**src/rtl/timer_pkg.sv**
```systemverilog
package timer_pkg;
  typedef enum logic [1:0] {
    REG_DIV = 2'd0,
    REG_CNT = 2'd1,
    REG_MOD = 2'd2,
    REG_CTL = 2'd3
  } reg_addr_e;

  localparam int unsigned CTL_W      = 3;
  localparam int unsigned CTL_EN_BIT = 2;
  localparam int unsigned RATE_W     = 2;
  localparam int unsigned NUM_RATES  = 1 << RATE_W;
endpackage

```
**src/rtl/timer_divider.sv**
```systemverilog
module timer_divider #(
  parameter int unsigned DIV_W = 16
) (
  input  logic             clk_i,
  input  logic             rst_ni,
  input  logic             clr_i,
  output logic [DIV_W-1:0] div_o
);
  always_ff @(posedge clk_i or negedge rst_ni) begin
    if (!rst_ni)    div_o <= '0;
    else if (clr_i) div_o <= '0;
    else            div_o <= div_o + 1'b1;
  end
endmodule

```
**src/rtl/timer_tick_gen.sv**
```systemverilog
module timer_tick_gen
  import timer_pkg::*;
#(
  parameter int unsigned DIV_W  = 16,
  parameter int unsigned TAP_R0 = 9,
  parameter int unsigned TAP_R1 = 3,
  parameter int unsigned TAP_R2 = 5,
  parameter int unsigned TAP_R3 = 7
) (
  input  logic              clk_i,
  input  logic              rst_ni,
  input  logic [DIV_W-1:0]  div_i,
  input  logic [RATE_W-1:0] sel_i,
  input  logic              en_i,
  output logic              tick_o
);
  localparam int unsigned TAP_IDX [NUM_RATES] = '{TAP_R0, TAP_R1, TAP_R2, TAP_R3};

  logic [NUM_RATES-1:0] taps;
  logic                 tap_now;
  logic                 tap_q;

  for (genvar g = 0; g < NUM_RATES; g++) begin : g_tap
    assign taps[g] = div_i[TAP_IDX[g]];
  end

  assign tap_now = taps[sel_i];

  always_ff @(posedge clk_i or negedge rst_ni) begin
    if (!rst_ni) tap_q <= 1'b0;
    else         tap_q <= tap_now;
  end

  // step on rising edge of the selected prescaler bit
  assign tick_o = en_i & tap_now & ~tap_q;
endmodule

```
**src/rtl/timer_counter.sv**
```systemverilog
module timer_counter #(
  parameter int unsigned DATA_W = 8
) (
  input  logic              clk_i,
  input  logic              rst_ni,
  input  logic              tick_i,
  input  logic              wr_i,
  input  logic [DATA_W-1:0] wdata_i,
  input  logic [DATA_W-1:0] mod_i,
  output logic [DATA_W-1:0] cnt_o,
  output logic              irq_o
);
  logic at_top;
  assign at_top = (cnt_o == {DATA_W{1'b1}});

  always_ff @(posedge clk_i or negedge rst_ni) begin
    if (!rst_ni) begin
      cnt_o <= '0;
      irq_o <= 1'b0;
    end else if (wr_i) begin
      cnt_o <= wdata_i;
      irq_o <= 1'b0;
    end else if (tick_i) begin
      cnt_o <= at_top ? mod_i : cnt_o + 1'b1;
      irq_o <= at_top;
    end else begin
      irq_o <= 1'b0;
    end
  end
endmodule

```
**src/rtl/prog_timer.sv**
```systemverilog
module prog_timer
  import timer_pkg::*;
#(
  parameter int unsigned DATA_W = 8,
  parameter int unsigned DIV_W  = 16
) (
  input  logic              clk_i,
  input  logic              rst_ni,
  input  logic              we_i,
  input  logic [1:0]        addr_i,
  input  logic [DATA_W-1:0] wdata_i,
  output logic [DATA_W-1:0] rdata_o,
  output logic              irq_o
);
  logic [DIV_W-1:0]  div_q;
  logic [DATA_W-1:0] cnt_q;
  logic [DATA_W-1:0] mod_q;
  logic [CTL_W-1:0]  ctl_q;
  logic              tick;
  logic              div_clr;
  logic              cnt_wr;

  assign div_clr = we_i && (addr_i == REG_DIV);
  assign cnt_wr  = we_i && (addr_i == REG_CNT);

  always_ff @(posedge clk_i or negedge rst_ni) begin
    if (!rst_ni) begin
      mod_q <= '0;
      ctl_q <= '0;
    end else if (we_i) begin
      if (addr_i == REG_MOD) mod_q <= wdata_i;
      if (addr_i == REG_CTL) ctl_q <= wdata_i[CTL_W-1:0];
    end
  end

  timer_divider #(.DIV_W(DIV_W)) u_div (
    .clk_i  (clk_i),
    .rst_ni (rst_ni),
    .clr_i  (div_clr),
    .div_o  (div_q)
  );

  timer_tick_gen #(.DIV_W(DIV_W)) u_tick (
    .clk_i  (clk_i),
    .rst_ni (rst_ni),
    .div_i  (div_q),
    .sel_i  (ctl_q[RATE_W-1:0]),
    .en_i   (ctl_q[CTL_EN_BIT]),
    .tick_o (tick)
  );

  timer_counter #(.DATA_W(DATA_W)) u_cnt (
    .clk_i   (clk_i),
    .rst_ni  (rst_ni),
    .tick_i  (tick),
    .wr_i    (cnt_wr),
    .wdata_i (wdata_i),
    .mod_i   (mod_q),
    .cnt_o   (cnt_q),
    .irq_o   (irq_o)
  );

  always_comb begin
    unique case (addr_i)
      REG_DIV: rdata_o = div_q[DIV_W-1 -: DATA_W];
      REG_CNT: rdata_o = cnt_q;
      REG_MOD: rdata_o = mod_q;
      default: rdata_o = {{(DATA_W-CTL_W){1'b0}}, ctl_q};
    endcase
  end
endmodule

```
**config.mk**
```make
export PLATFORM = sky130hd
export DESIGN_NAME = prog_timer
export DESIGN_NICKNAME = d
export VERILOG_FILES = /design/src/rtl/timer_pkg.sv /design/src/rtl/timer_divider.sv /design/src/rtl/timer_tick_gen.sv /design/src/rtl/timer_counter.sv /design/src/rtl/prog_timer.sv
export SDC_FILE = /design/constraint.sdc
export NUM_CORES = 1
export LEC_CHECK = 0
export ABC_CLOCK_PERIOD_IN_PS = 5450
export BUFFER_PORTS_ARGS = -buffer_cell sky130_fd_sc_hd__buf_4
export CORE_UTILIZATION = 57
export CTS_CLUSTER_SIZE = 12
export DETAILED_ROUTE_END_ITERATION = 8
export PLACE_DENSITY = 0.86
export SLEW_MARGIN = 20
export SYNTH_ARGS = -nofsm -noshare
export SYNTH_HDL_FRONTEND = slang
export SYNTH_HIERARCHICAL = 1
export SYNTH_SLANG_ARGS = --single-unit
```
**constraint.sdc**
```tcl
create_clock -name clk_i -period 5.45 [get_ports clk_i]
set_clock_uncertainty 0.05 [all_clocks]
set_input_delay 0.8175 -clock clk_i [delete_from_list [all_inputs] [get_ports clk_i]]
set_output_delay 0.8175 -clock clk_i [all_outputs]
set_load 0.1 [all_outputs]
```
==> results.py <==
metrics = {
    "power": {
        "power.leakage_nw": 0.963,
        "switchingPower_mw": 0.363,
        "intPower_mw": 0.508,
        "switching_share_pct": 41.7,
        "vdd_drop_max_mv": 0.246,
        "p_seq_share_pct": 46.8,
        "p_clk_share_pct": 17.5,
        "powerDensity_nw_per_um2": 376,
        "comb_power_share_pct": 35.7,
    },
    "yosys": {
        "syn_area_per_cell_um2": 10.9,
        "ys_seq_area_share_pct": 44.3,
        "syn_inst": 192,
        "yosys.area.top_type": "dfrtp_1",
        "synth_top_cell_area_share_pct": 44.3,
        "synth_warnings": 6,
        "syn_nets": 207,
        "synth_area_leaders": "dfrtp_1 44%, mux2_2 6.5%, xnor2_1 4.6%",
        "synth_area_um2": 2090,
        "synth.distinct_cells": 40,
        "ys_ff_latch": 37,
    },
    "timing": {
        "fmax_mhz": 368,
        "drv_slew": 0,
        "fin_tns_setup_ns": 0,
        "worst_pin_slew_ns": 0.592,
        "setup_viol": 0,
        "fin_ws_ns": 2.74,
        "worst_hold_slack_ns": 0.347,
        "hold_viol": 0,
        "period_needed_ns": 2.71,
        "rsz0062_at_grt": "false",
        "post-route-period-util_pct": 49.8,
        "maxSlewHeadroom_pct": 60.5,
    },
    "setup_path": {
        "worst_ep_arrival_time_ns": 1.85,
        "cp_max_fo": 13,
        "critical_path_class": "primary input to output port",
        "rrSetupSlack_ns": 3.30,
        "worstPathCellList": "buf_4 > mux4_1 > buf_4",
        "cp-end-kind": "output port",
        "required_ns": 4.58,
        "crit_slowest_cell": "mux4_1",
        "cp_slowest_stage_delay_ns": 0.59,
        "critPathLaunchType": "primary input",
        "cpMostUsedCell": "buf_4",
    },
    "cts": {
        "cts_hold_buf": 0,
        "tritoncts": "yes",
        "clockRootBuffer": "clkbuf_4",
        "clk_pin_slew_ns": 0.11,
        "clock_latency_ns": 0.36,
        "clockBufferDepth": 2,
        "cts_setup_buffers": 0,
        "cts_made_buffers": 5,
        "cts.sinks": 37,
        "ctsResizeCount": 0,
        "htree_num_levels": 2,
    },
    "finish": {
        "layout.nets": 229,
        "drive_gt1_share_pct": 24.3,
        "fillers": 285,
        "area_delta_synth_final_pct": 10.9,
        "antenna_cells": 0,
    },
    "die": {
        "fp.dieH_um": 62.5,
        "die_w_um": 62.5,
        "initial_core_util_pct": 61.2,
        "io_pins": 22,
        "rows": 21,
        "die_area_um2": 3910,
        "core-area_um2": 3420,
    },
    "global_routing": {
        "grt_overflow": 0,
        "grt_max_degree": 38,
        "grt_pass1_wl_um": 6980,
        "grt_usage_pct": 23.7,
        "antenna_found_initial": 0,
        "grt_pass1_vias": 1458,
    },
    "detailed_routing": {
        "wl_um": 4160,
        "routedWlPerCell_um": 16.0,
        "ant_nets": 0,
        "vias_per_cell": 5.92,
        "vias": 1539,
        "drt_iter0_markers": 110,
        "dr.pass1.iters": 4,
        "drc": 0,
    },
    "run_status": {
        "outcome": "complete, no violations",
    },
    "placed_design": {
        "dp_hpwl_um": 2880,
        "gp_congestion": 0.800,
        "pre_cts_slack_ns": 2.75,
        "numPortBuffers": 21,
    },
    "flow_run": {
        "cap_violations": 0,
    },
    "worst_hold_path": {
        "hp-class": "primary input to async pin",
    },
}
power by group through the flow:
stage | sequential, mW | clock (mW) | combinational [mW]
final | 0.408 | 0.152 | 0.311
after global routing | 0.416 | 0.163 | 0.332
after CTS | 0.407 | 0.155 | 0.308
after detailed placement | 0.412 | 0 | 0.306
after global placement | 0.412 | 0 | 0.298
after floorplan | 0.389 | 0 | 0.247
Yosys cell counts:
master and instances:
o21ai_1 2, mux2i_1 9, o21ai_0 5, buf_2 1, mux4_1 2, nor2_1 17, dfrtp_1 37, nand4_1 4
and4_4 1, nand3_2 1, nor4_1 2, o31ai_2 1, a221o_1 1, and4_1 1, o21a_1 1, nand2_1 11
nor4_2 2, and2b_2 1, or3_1 2, a21oi_1 9, mux4_2 2, xnor2_1 11, nor3_1 11, nand3_4 1
clkbuf_1 3, nand4_4 1, buf_6 3, nor3_2 1, nor2b_1 2, nand2b_1 1, inv_1 6, a21o_1 1
nand3b_4 1, nor3b_1 4, nand3_1 10, mux2_2 12, o2bb2ai_1 5, ha_1 2, and3b_1 2, xor2_1 3
area by class of cell:
type,instances,area [um^2],share of cell area [%]
Tap cell,46,57.6,2.48
Inverter,6,22.5,0.972
Clock buffer,7,55.1,2.38
Timing Repair Buffer,22,165,7.13
Multi-Input combinational cell,142,1090,47.1
Sequential cell,37,926,40.0
critical path: cells and delay by family:
family	cells	cell delay, ns
buffers and inverters	2	0.43
muxes	1	0.59
cell families after synthesis:
kind of cell	Yosys count	share of synthesized area, %
AOI/OAI and AO/OA	25	7.72
DFF	37	44.3
and+or+nand+nor	76	22.0
muxes	25	15.4
buffers and inverters	13	3.47
xor gates and xnor gates	14	5.87
adders and majority gates	2	1.20
per-layer routing:
| metal | GRT usage, % | share of wire, % | vias up |
|---|---|---|---|
| met4 | 14.8 | 1.9 | 0 |
| li1 | - | - | 740 |
| met3 | 5.29 | 5.8 | 10 |
| met1 | 32.1 | 47 | 729 |
| met5 | 0 | 0 | - |
| met2 | 34.4 | 46 | 60 |
sequential cells by signal (all words and copies together), names as in the netlist:
signal / flops
ctl_q: 3
mod_q: 8
u_cnt/cnt_o: 8
u_cnt/irq_o: 1
u_div/div_o: 16
u_tick/tap_q: 1
placed cells by master (no fill, tap or decap), types with 5 or more instances in the layout:
cell        n
a21oi_1     9
buf_4      22
clkbuf_4    5
dfrtp_1    37
inv_1       6
mux2_2     12
mux2i_1     9
nand2_1    11
nand3_1    10
nor2_1     17
nor3_1     11
o21ai_0     5
o2bb2ai_1   5
xnor2_1    11
path summary, 6_finish.rpt:
path	cells past startpoint	from	endpoint
setup / recovery	3	addr_i[0]	rdata_o[0]
max in group asynchronous	1	rst_ni	mod_q[2]$_DFFE_PN0P_
setup reg to reg	5	u_div/div_o[3]$_DFF_PN0_	u_cnt/cnt_o[7]$_DFFE_PN0P_
min in group clk_i	1	u_div/div_o[0]$_DFF_PN0_	u_div/div_o[0]$_DFF_PN0_
hold / removal	1	rst_ni	mod_q[4]$_DFFE_PN0P_
hold reg to reg	1	u_div/div_o[0]$_DFF_PN0_	u_div/div_o[0]$_DFF_PN0_
metrics by stage:
stage / std cells / instance area (um^2) / power, mW / util, %
2_1_floorplan: 192 / 2090 / 0.636 / -
3_3_place_gp: 253 / 2260 / 0.709 / 66.2
3_5_place_dp: 253 / 2260 / 0.718 / 66.2
4_1_cts: 260 / 2320 / 0.870 / 67.8
5_1_grt: 260 / 2320 / 0.911 / 67.8
6_report: 260 / 2320 / 0.871 / 67.8
Power figures use the tool's default switching activity.
